==> config.mk <==
export PLATFORM = sky130hd
export DESIGN_NAME = adc_sar_ctrl
export DESIGN_NICKNAME = d
export VERILOG_FILES = /design/src/rtl/adc_sar_pkg.sv /design/src/rtl/adc_sar_regs.sv /design/src/rtl/adc_sar_seq.sv /design/src/rtl/adc_sar_ctrl.sv
export SDC_FILE = /design/constraint.sdc
export NUM_CORES = 1
export LEC_CHECK = 0
export CORE_MARGIN = 2
export CORE_UTILIZATION = 52
export DETAILED_ROUTE_END_ITERATION = 8
export HOLD_SLACK_MARGIN = 0.03
export MAX_ROUTING_LAYER = met4
export PLACE_DENSITY_LB_ADDON = 0.15
export SKIP_LAST_GASP = 1
export SYNTH_ARGS = -nofsm -noshare
export SYNTH_HDL_FRONTEND = slang
export SYNTH_SLANG_ARGS = --single-unit
==> constraint.sdc <==
create_clock -name clk -period 3.8 [get_ports clk]
set_input_delay 0.57 -clock clk [delete_from_list [all_inputs] [get_ports clk]]
set_output_delay 0.57 -clock clk [all_outputs]
set_load 0.02 [all_outputs]
==> src/rtl/adc_sar_pkg.sv <==
package adc_sar_pkg;

   // Register offsets: software depends on these locations.
   localparam int unsigned OFS_RESULT = 0;
   localparam int unsigned OFS_CTRL   = 1;

   // Control register bit positions (software-visible layout).
   localparam int unsigned BIT_IE    = 7;
   localparam int unsigned BIT_EOC   = 6;
   localparam int unsigned BIT_START = 5;
   localparam int unsigned BIT_PWR   = 4;
   localparam int unsigned BIT_OSC   = 2;

   localparam logic [1:0] ST_IDLE   = 2'd0;
   localparam logic [1:0] ST_SAMPLE = 2'd1;
   localparam logic [1:0] ST_CONV   = 2'd2;

   typedef logic [1:0] seq_state_t;

endpackage

==> src/rtl/adc_sar_regs.sv <==
module adc_sar_regs
   import adc_sar_pkg::*;
#(
   parameter int unsigned DATA_W = 8,
   parameter int unsigned ADDR_W = 4,
   parameter int unsigned RES_W  = 8
) (
   input  logic              clk,
   input  logic              rst_n,
   input  logic [ADDR_W-1:0] bus_addr,
   input  logic [DATA_W-1:0] bus_wdata,
   input  logic              bus_wr,
   input  logic              bus_rd,
   output logic [DATA_W-1:0] bus_rdata,
   input  logic              conv_done,
   input  logic [RES_W-1:0]  result,
   output logic              ie,
   output logic              eoc,
   output logic              pwr_on,
   output logic              osc_dis,
   output logic              start_req,
   output logic              abort_req
);

   localparam logic [DATA_W-1:0] USED_MASK =
      DATA_W'((1 << BIT_IE) | (1 << BIT_START) | (1 << BIT_PWR) | (1 << BIT_OSC));

   logic              ctrl_sel;
   logic              res_sel;
   logic              ctrl_wr;
   logic [DATA_W-1:0] ctrl_img;
   logic [DATA_W-1:0] res_img;
   logic              unused_wdata;

   assign ctrl_sel  = (bus_addr == ADDR_W'(OFS_CTRL));
   assign res_sel   = (bus_addr == ADDR_W'(OFS_RESULT));
   assign ctrl_wr   = bus_wr && ctrl_sel;
   assign start_req = ctrl_wr && bus_wdata[BIT_START] && bus_wdata[BIT_PWR];
   assign abort_req = ctrl_wr && !bus_wdata[BIT_PWR] && pwr_on;
   assign unused_wdata = ^(bus_wdata & ~USED_MASK);

   always_ff @(posedge clk or negedge rst_n) begin
      if (!rst_n) begin
         ie      <= 1'b0;
         pwr_on  <= 1'b0;
         osc_dis <= 1'b0;
         eoc     <= 1'b1;
      end else begin
         if (ctrl_wr) begin
            ie      <= bus_wdata[BIT_IE];
            pwr_on  <= bus_wdata[BIT_PWR];
            osc_dis <= bus_wdata[BIT_OSC];
         end
         if (start_req) begin
            eoc <= 1'b0;
         end else if (conv_done) begin
            eoc <= 1'b1;
         end
      end
   end

   always_comb begin
      ctrl_img          = '0;
      ctrl_img[BIT_IE]  = ie;
      ctrl_img[BIT_EOC] = eoc;
      ctrl_img[BIT_PWR] = pwr_on;
      ctrl_img[BIT_OSC] = osc_dis;
   end

   generate
      if (RES_W == DATA_W) begin : g_res_full
         assign res_img = result;
      end else begin : g_res_ext
         assign res_img = {{(DATA_W-RES_W){1'b0}}, result};
      end
   endgenerate

   always_comb begin
      bus_rdata = '0;
      if (bus_rd) begin
         if (ctrl_sel) begin
            bus_rdata = ctrl_img;
         end else if (res_sel) begin
            bus_rdata = res_img;
         end
      end
   end

endmodule

==> src/rtl/adc_sar_seq.sv <==
module adc_sar_seq
   import adc_sar_pkg::*;
#(
   parameter int unsigned RES_W = 8
) (
   input  logic             clk,
   input  logic             rst_n,
   input  logic             step_tick,
   input  logic             start_req,
   input  logic             abort_req,
   input  logic             cmp_in,
   output logic [RES_W-1:0] trial,
   output logic [RES_W-1:0] result,
   output logic             sample_en,
   output logic             busy,
   output logic             conv_done
);

   localparam int unsigned IDX_W = (RES_W > 1) ? $clog2(RES_W) : 1;
   localparam logic [IDX_W-1:0] IDX_TOP = IDX_W'(RES_W - 1);
   localparam logic [RES_W-1:0] MSB_ONE = {1'b1, {(RES_W-1){1'b0}}};

   seq_state_t       state;
   logic [IDX_W-1:0] idx;
   logic [RES_W-1:0] cur_mask;
   logic [RES_W-1:0] next_mask;
   logic [RES_W-1:0] decided;
   logic             last_bit;

   assign cur_mask  = RES_W'(1) << idx;
   assign next_mask = cur_mask >> 1;
   assign decided   = cmp_in ? trial : (trial & ~cur_mask);
   assign last_bit  = (idx == '0);
   assign sample_en = (state == ST_SAMPLE);
   assign busy      = (state != ST_IDLE);
   assign conv_done = step_tick && (state == ST_CONV) && last_bit
                      && !start_req && !abort_req;

   always_ff @(posedge clk or negedge rst_n) begin
      if (!rst_n) begin
         state  <= ST_IDLE;
         idx    <= IDX_TOP;
         trial  <= '0;
         result <= '0;
      end else if (start_req) begin
         state <= ST_SAMPLE;
         idx   <= IDX_TOP;
         trial <= '0;
      end else if (abort_req) begin
         state <= ST_IDLE;
         idx   <= IDX_TOP;
         trial <= '0;
      end else if (step_tick) begin
         case (state)
            ST_SAMPLE: begin
               state <= ST_CONV;
               idx   <= IDX_TOP;
               trial <= MSB_ONE;
            end
            ST_CONV: begin
               if (last_bit) begin
                  result <= decided;
                  trial  <= decided;
                  state  <= ST_IDLE;
               end else begin
                  trial <= decided | next_mask;
                  idx   <= idx - 1'b1;
               end
            end
            default: state <= ST_IDLE;
         endcase
      end
   end

endmodule

==> src/rtl/adc_sar_ctrl.sv <==
module adc_sar_ctrl
   import adc_sar_pkg::*;
#(
   parameter int unsigned DATA_W = 8,
   parameter int unsigned ADDR_W = 4,
   parameter int unsigned RES_W  = 8
) (
   input  logic              clk,
   input  logic              rst_n,
   input  logic              step_tick,
   input  logic [ADDR_W-1:0] bus_addr,
   input  logic [DATA_W-1:0] bus_wdata,
   input  logic              bus_wr,
   input  logic              bus_rd,
   output logic [DATA_W-1:0] bus_rdata,
   input  logic              cmp_in,
   output logic [RES_W-1:0]  dac_code,
   output logic              sample_en,
   output logic              pwr_en,
   output logic              osc_off,
   output logic              irq
);

   generate
      if (DATA_W < 8 || RES_W < 2 || RES_W > DATA_W || ADDR_W < 1) begin : g_bad_cfg
         $error("adc_sar_ctrl: need DATA_W>=8, 2<=RES_W<=DATA_W, ADDR_W>=1");
      end
   endgenerate

   logic             ie_w;
   logic             eoc_w;
   logic             start_req_w;
   logic             abort_req_w;
   logic             conv_done_w;
   logic             busy_w;
   logic [RES_W-1:0] result_w;

   adc_sar_regs #(
      .DATA_W(DATA_W),
      .ADDR_W(ADDR_W),
      .RES_W (RES_W)
   ) regs_i (
      .clk      (clk),
      .rst_n    (rst_n),
      .bus_addr (bus_addr),
      .bus_wdata(bus_wdata),
      .bus_wr   (bus_wr),
      .bus_rd   (bus_rd),
      .bus_rdata(bus_rdata),
      .conv_done(conv_done_w),
      .result   (result_w),
      .ie       (ie_w),
      .eoc      (eoc_w),
      .pwr_on   (pwr_en),
      .osc_dis  (osc_off),
      .start_req(start_req_w),
      .abort_req(abort_req_w)
   );

   adc_sar_seq #(
      .RES_W(RES_W)
   ) seq_i (
      .clk      (clk),
      .rst_n    (rst_n),
      .step_tick(step_tick),
      .start_req(start_req_w),
      .abort_req(abort_req_w),
      .cmp_in   (cmp_in),
      .trial    (dac_code),
      .result   (result_w),
      .sample_en(sample_en),
      .busy     (busy_w),
      .conv_done(conv_done_w)
   );

   assign irq = ie_w && eoc_w;

endmodule

; ---- After elaboration in Yosys (flattened, before gate mapping)
; Cells that the tools add are included.
[word_totals]
regBits = 25
output_inout_bits = 20
[op_classes]
add_sub_neg = 1
eq_ne = 5
shifts = 1
mux = 21
bitwise_logic = 5
reduce_logical = 22
[ops]
columns = operator, n
row1 = $mux 8, 8
row2 = $pmux 8 s2, 1
row3 = $mux 3, 4
row4 = $logic_and 1x1->1, 10
row5 = $and 8x8->8, 1
row6 = $mux 2, 4
row7 = $not 8->8, 1
row8 = $or 8x7->8, 1
row9 = $shl 1x3->8 const A, 1
row10 = $pmux 3 s2, 1
row11 = $reduce_and 5->1, 1
row12 = $eq 4x1->1 const B, 1
row13 = $logic_not 4->1, 1
row14 = $ne 4x1->1 const B, 1
row15 = $ne 4x2->1 const B, 1
row16 = $pmux 2 s2, 1
row17 = $reduce_and 2->1, 2
row18 = $reduce_bool 4->1, 1
row19 = $logic_not 1->1, 3
row20 = $logic_not 3->1, 1
row21 = $reduce_and 3->1, 1
row22 = $reduce_bool 3->1, 1
row23 = $sub 3x1->3 const B, 1
row24 = $eq 2x1->1 const B, 1
row25 = 4 further kinds, 6

; ---- Depth between registers and ports, before layout
; Gate-level depths: netlist of run 1.
[depth]
ltp_word = 10
ltp_mapped = 7
mapped_depth_nobuf = 6

; ---- Cells and area by module
; Synthesis of run 1 repeated with hierarchy kept, for this count alone.
[unflattened]
cells_unflattened = 145
area_unflattened_um2 = 1438.9
[modules_own_cells]
columns = mod, n_inst, cells_per_inst, area_each_um2, seq_area_each_um2
row1 = adc_sar_seq, 1, 118, 1169.9, 529.3
row2 = adc_sar_regs, 1, 26, 262.8, 101.3
row3 = adc_sar_ctrl, 1, 1, 6.3, 0.0

; ---- Worst setup path after synthesis of run 1
; Ideal clock, no wire load.
[synth_timing]
path_kind = input to output
from = input port bus_addr[3]
to = output port bus_rdata[2]
arrival_ns = 1.443
setup_slack_ns = 1.787
cell_stages = 4
cell_sequence = nor2_1 > nand2_1 > nor3_1 > a22o_1
[synth_via]
elab_chain_cells = 4
elab_cells_between_ends = 5
[synth_lines]
columns = element, line_no
row1 = "start, declared", adc_sar_ctrl.sv:11  ; input logic [ADDR_W-1:0] bus_addr,
row2 = $logic_not 4->1, adc_sar_regs.sv:36  ; assign res_sel = (bus_addr == ADDR_W'(OFS_RESULT));
row3 = $mux 8, adc_sar_regs.sv:83  ; end else if (res_sel) begin
row4 = $mux 8 *, adc_sar_regs.sv:81  ; if (ctrl_sel) begin
row5 = $mux 8 *, adc_sar_regs.sv:80  ; if (bus_rd) begin
row6 = "end, declared", adc_sar_ctrl.sv:15  ; output logic [DATA_W-1:0] bus_rdata,
; Every way passes the cells marked *; elsewhere a longest branch is shown, timed or not.

; ---- Final worst setup path of run 1
[layout_timing]
from = input port bus_addr[1]
to = output port bus_rdata[7]
; Same word-level chain as after synthesis.

==> flow_summary_export.csv, run 1 <==
group,metric,value,unit
status,status,"complete, no violations",
hold_path,hold_class,"register to register",
cells_and_area,fillers,234,
floorplanning,start_util,0.539,
clocking,post_cts.repair.setup_buffers,0,
routing,num_vias,1296,
sta,post-route-min-period,3020,ps
clocking,cts_tree,"done",
sta,max-slew-margin-rel,0.233,
clocking,hold_buffers,0,
synth,synth_edf_count,0,
critical_path,cp_data_required_time,3230,ps
global_route,grt_pass1_vias,1222,
cells_and_area,diodes,0,
routing,wl_per_cell,15.2,um
floorplanning,die_x,57.0,um
global_route,busiest_layer,"met2",
placement,dp_slack,755,ps
routing,drt_first_pass_iters,4,
sta,setup_tns,0,ps
global_route,overflow,0,
routing,drc_errors,0,
cells_and_area,fin_nets,214,
floorplanning,die_area,3250,um^2
floorplanning,io_pins,38,
sta,clock.fmax,331,MHz
critical_path,crit_fanout,5,
global_route,met1_usage,0.298,
floorplanning,core,2710,um^2
routing,wl,3320,um
placement,io_buffer_count,33,
cells_and_area,mostFrequentLayoutCells,"clkdlybuf4s50_1 (33), nand2_1 (27), dfrtp_1 (21)",
synth,seq_area_frac_synth,0.432,
sta,fin_skew,10.2,ps
synth,synth-seq-cells,25,
critical_path,worstPathArrival,2450,ps
critical_path,setup.worst_path.end_class,"primary output",
synth,synth_area,1460,um^2
cells_and_area,fin_util,0.675,
run,drv_cap,0,
global_route,grt_first_pass_wirelength,5510,um
clocking,cts-root-buf,"clkbuf_4",
synth,async_reset_ff_frac,1.00,
sta,finalSetupViolCount,0,
clocking,numClockSinks,25,
global_route,grt_use_met2,0.355,
floorplanning,die_height,57.0,um
floorplanning,rows,19,
clocking,clock_path_buffers,2,
pwr,powerDensity,430,nW/um^2
sta,hold_slack,496,ps
sta,finalHoldViolCount,0,
pwr,ir_worst_vdd,374,uV
routing,antenna_left,0,
clocking,cts_buffers,3,
sta,tightestPinTransition,1150,ps
sta,period_share,0.795,
cells_and_area,drive_gt1_frac,0.0957,
global_route,grt_max_degree,26,
sta,slew_viol_final,0,
synth,syn_nets,180,
clocking,cts-resized-gates,0,
placement,gp_congestion,0.933,
sta,rsz0062_at_grt,"false",
synth,syn_avg_cell_area,9.42,um^2
pwr,total_leakage_power,0.767,nW
synth,ys.flop_type,"dfrtp_1",
critical_path,critPathLaunchType,"primary input",
global_route,grtUsageTotal,0.221,
clocking,clk_latency,320,ps
clocking,ctsHtreeMaxLevel,1,
sta,fin_ws,779,ps
cells_and_area,final_common_cell,"clkdlybuf4s50_1",
placement,dp_hpwl,2510,um
critical_path,critPathKind,"primary input to primary output",
synth,synth_cell_types,38,
global_route,grtUsageMet3,0.0317,
routing,drtIter0Drc,72,
cells_and_area,area_delta_synth_final,25.2,%
synth,yosys_warnings,0,
clocking,clk_pin_slew,140,ps
global_route,antenna_found_initial,0,
routing,avgViaCountPerCell,5.92,
synth,postSynthCellCount,155,
final timing paths:
kind | startpoint | to | slack (ps) | cells past startpoint
worst max-delay path | bus_addr[1] | bus_rdata[7] | 780 | 4
worst min-delay path | seq_i.result[1] | seq_i.result[1] | 500 | 2
worst max register to register | seq_i.state[0] | seq_i.trial[3] | 1940 | 6
worst min register to register | seq_i.result[1] | seq_i.result[1] | 500 | 2
max in group asynchronous | rst_n | seq_i.trial[0] | 2260 | 1
min in group asynchronous | rst_n | seq_i.result[2] | 840 | 1
through the flow:
stage | cell area, um^2 | std cells | power (mW)
final | 1830 | 219 | 0.787
after global routing | 1830 | 219 | 0.838
after CTS | 1830 | 219 | 0.795
after detailed placement | 1800 | 215 | 0.674
after global placement | 1800 | 215 | 0.665
after floorplan | 1460 | 155 | 0.535
flip-flops by register name, summed over array words and instances, names as in the netlist:
name / cells
regs_i.eoc: 1
regs_i.ie: 1
regs_i.osc_dis: 1
regs_i.pwr_on: 1
seq_i.idx: 3
seq_i.result: 8
seq_i.state: 2
seq_i.trial: 8
critical path, stage by stage:
cell	delay, ps
clkdlybuf4s50_1	570
nor3b_1	490
a22o_1	220
clkdlybuf4s50_1	600
power breakdown:
part	total [mW]	switching [mW]	internal [mW]	leakage, nW
combinational	0.296	0.161	0.135	0.430
clock	0.118	0.0786	0.0393	0.0177
sequential	0.373	0.0527	0.321	0.319
total	0.787	0.292	0.494	0.767
routing by layer:
layer  share of wire  wire (um)
met4           0.012         39
met2            0.49       1630
met3           0.053        175
met1            0.44       1470
met5               0          0
Yosys cell counts, types with 3 or more instances:
library cell  count  area [um^2]
a21oi_1           6         30.0
a221oi_1          6         52.6
a22o_1            4         35.0
and2_1            5         31.3
dfrtp_1          21          526
dfstp_2           4          105
ha_1              7         87.6
inv_1             7         26.3
mux2_2            3         33.8
nand2_1          27          101
nand2b_1          3         18.8
nor2_1           13         48.8
nor3_1            3         15.0
nor4_1            5         31.3
o21ai_0          13         65.1
layout make-up:
type / instances / area (um^2) / area share
timing repair buffer: 34 / 338 / 0.185
inverter: 7 / 26.3 / 0.0144
clock buffer: 3 / 22.5 / 0.0123
sequential: 25 / 631 / 0.345
multi-input combinational: 118 / 767 / 0.420
tap: 31 / 38.8 / 0.0212
clock inverter: 1 / 5.00 / 0.00274
kinds of logic after synthesis:
kind of cell,synth area share
simple gates,0.253
flops,0.432
fa+ha+maj,0.0600
compound gates,0.180
mux,0.0326
buf+inv,0.0428
Power figures use the tool's default switching activity.
==> run 2: changes to the inputs <==
--- a/config.mk
+++ b/config.mk
@@ -6,7 +6,7 @@
 export NUM_CORES = 1
 export LEC_CHECK = 0
 export CORE_MARGIN = 2
-export CORE_UTILIZATION = 52
+export CORE_UTILIZATION = 48
 export DETAILED_ROUTE_END_ITERATION = 8
 export HOLD_SLACK_MARGIN = 0.03
 export MAX_ROUTING_LAYER = met4
==> constraint.sdc (replaced) <==
create_clock -name clk -period 3.12 [get_ports clk]
set_input_delay 0.468 -clock clk [delete_from_list [all_inputs] [get_ports clk]]
set_output_delay 0.468 -clock clk [all_outputs]
set_load 0.02 [all_outputs]
==> run 2 against run 1 <==
- via count down 0.69%
- core utilization down 5.5 points
- critical path depth up 2
- clock skew down 7.6 ps
- combinational power up 22%
- die area up 7.7%
- critical path type unchanged
- largest power group unchanged
==> flow_summary_export.csv, run 2 (synthesis gave the netlist of run 1 again) <==
group,metric,value,unit
cells_and_area,fin_nets,216,
critical_path,cp_cell_sequence,"clkdlybuf4s50_1 > nor2_1 > nand2_1 > nor3b_1 > a22o_1 > clkdlybuf4s50_1",
clocking,clock_path_buffers,2,
clocking,clk_latency,310,ps
pwr,p_sw_frac,0.372,
floorplanning,core,2980,um^2
pwr,internal-power,0.603,mW
cells_and_area,fillers,288,
sta,fin_skew,2.63,ps
critical_path,max_stage_delay,600,ps
routing,drtIter0Drc,68,
pwr,pwr-share-clk,0.148,
clocking,post_cts.repair.setup_buffers,0,
critical_path,cp_slowest_cell,"clkdlybuf4s50_1",
pwr,seqPwrFrac,0.475,
hold_path,hold_class,"primary input to asynchronous set/reset pin",
pwr,powerDensity,521,nW/um^2
pwr,combPwrFrac,0.377,
sta,finalHoldViolCount,0,
critical_path,cp_data_required_time,2650,ps
sta,period_share,0.913,
sta,rsz0062_at_grt,"false",
cells_and_area,fin_area,1850,um^2
cells_and_area,mostFrequentLayoutCells,"clkdlybuf4s50_1 (33), nand2_1 (27), dfrtp_1 (21)",
critical_path,crit_fanout,4,
critical_path,worstPathArrival,2380,ps
sta,max-slew-margin-rel,0.478,
pwr,p_total,0.961,mW
sta,slew_viol_final,0,
status,status,"complete, no violations",
critical_path,critPathLaunchType,"primary input",
floorplanning,die_height,59.2,um
clocking,hold_buffers,0,
sta,clock.fmax,351,MHz
placement,post_dp_cell_area,1820,um^2
critical_path,critPathKind,"primary input to primary output",
placement,gp_congestion,0.914,
floorplanning,rows,20,
global_route,grt_pass1_vias,1180,
routing,drt_first_pass_iters,4,
placement,dp_hpwl,2540,um
routing,num_vias,1287,
routing,wl_per_cell,14.9,um
placement,placed_cells,219,
critical_path,crit_buf_inv,2,
cells_and_area,layout.cells.non_filler,223,
clocking,cts-resized-gates,0,
global_route,grtUsageTotal,0.208,
global_route,grt_first_pass_wirelength,5440,um
pwr,p_sw,0.358,mW
sta,finalSetupViolCount,0,
global_route,grt_max_degree,26,
floorplanning,die_x,59.2,um
clocking,cts_tree,"done",
critical_path,setup.worst_path.end_class,"primary output",
floorplanning,start_util,0.490,
cells_and_area,drive_gt1_frac,0.105,
clocking,cts-root-buf,"clkbuf_4",
routing,wl,3330,um
critical_path,cpLargestDelayFamily,"buffers and inverters",
clocking,cts_buffers,3,
cells_and_area,reg_top3,"seq_i.result (8), seq_i.trial (8), seq_i.idx (3)",
sta,post-route-min-period,2850,ps
clocking,ctsHtreeMaxLevel,1,
cells_and_area,diodes,0,
sta,setup_tns,0,ps
cells_and_area,final_common_cell,"clkdlybuf4s50_1",
cells_and_area,area_delta_synth_final,26.4,%
placement,io_buffer_count,33,
clocking,clk_pin_slew,130,ps
floorplanning,io_pins,38,
critical_path,crit_top_cell,"clkdlybuf4s50_1",
routing,drc_errors,0,
pwr,total_leakage_power,0.776,nW
floorplanning,die_area,3500,um^2
routing,antenna_left,0,
run,drv_cap,0,
routing,avgViaCountPerCell,5.77,
global_route,overflow,0,
pwr,ir_worst_vdd,299,uV
sta,tightestPinTransition,779,ps
clocking,numClockSinks,25,
global_route,antenna_found_initial,0,
-- run 2: final timing paths --
path | start | end | slack, ps | cells after the start
setup reg to reg | seq_i.state[0] | seq_i.trial[3] | 1220 | 6
min in group clk | seq_i.result[1] | seq_i.result[1] | 500 | 2
hold / removal | rst_n | seq_i.result[3] | 500 | 2
max in group asynchronous | rst_n | seq_i.idx[1] | 2340 | 2
setup / recovery | bus_addr[3] | bus_rdata[2] | 270 | 6
hold reg to reg | seq_i.result[1] | seq_i.result[1] | 500 | 2
-- run 2: power groups by stage --
stage / combinational (mW) / clock, mW / sequential (mW)
5_1_grt: 0.397 / 0.160 / 0.468
4_1_cts: 0.362 / 0.146 / 0.456
2_1_floorplan: 0.152 / 0 / 0.499
3_3_place_gp: 0.354 / 0 / 0.458
6_report: 0.362 / 0.142 / 0.457
3_5_place_dp: 0.361 / 0 / 0.463
-- run 2: final cells by class --
class	count	area [um^2]	area share
clock buffer	3	22.5	0.0122
clock inverter	1	5.00	0.00271
inverter	7	26.3	0.0142
multi-input combinational	118	767	0.416
sequential	25	631	0.342
tap	33	41.3	0.0224
timing repair buffer	36	353	0.191
-- run 2: stage by stage --
step	utilization	worst slack, ps	hold slack (ps)
3_5_place_dp	0.611	242	472
2_1_floorplan	-	1310	172
5_1_grt	0.620	131	508
4_1_cts	0.620	241	499
3_3_place_gp	0.611	338	455
6_report	0.620	271	497
-- run 2: metal layers --
layer	wire [um]	up-vias	part of all wire	track usage
met5	0	-	0	-
met4	21	0	0.0063	0.0584
met3	159	2	0.048	0.0218
met2	1600	45	0.48	0.327
met1	1550	614	0.47	0.288
li1	-	626	-	-
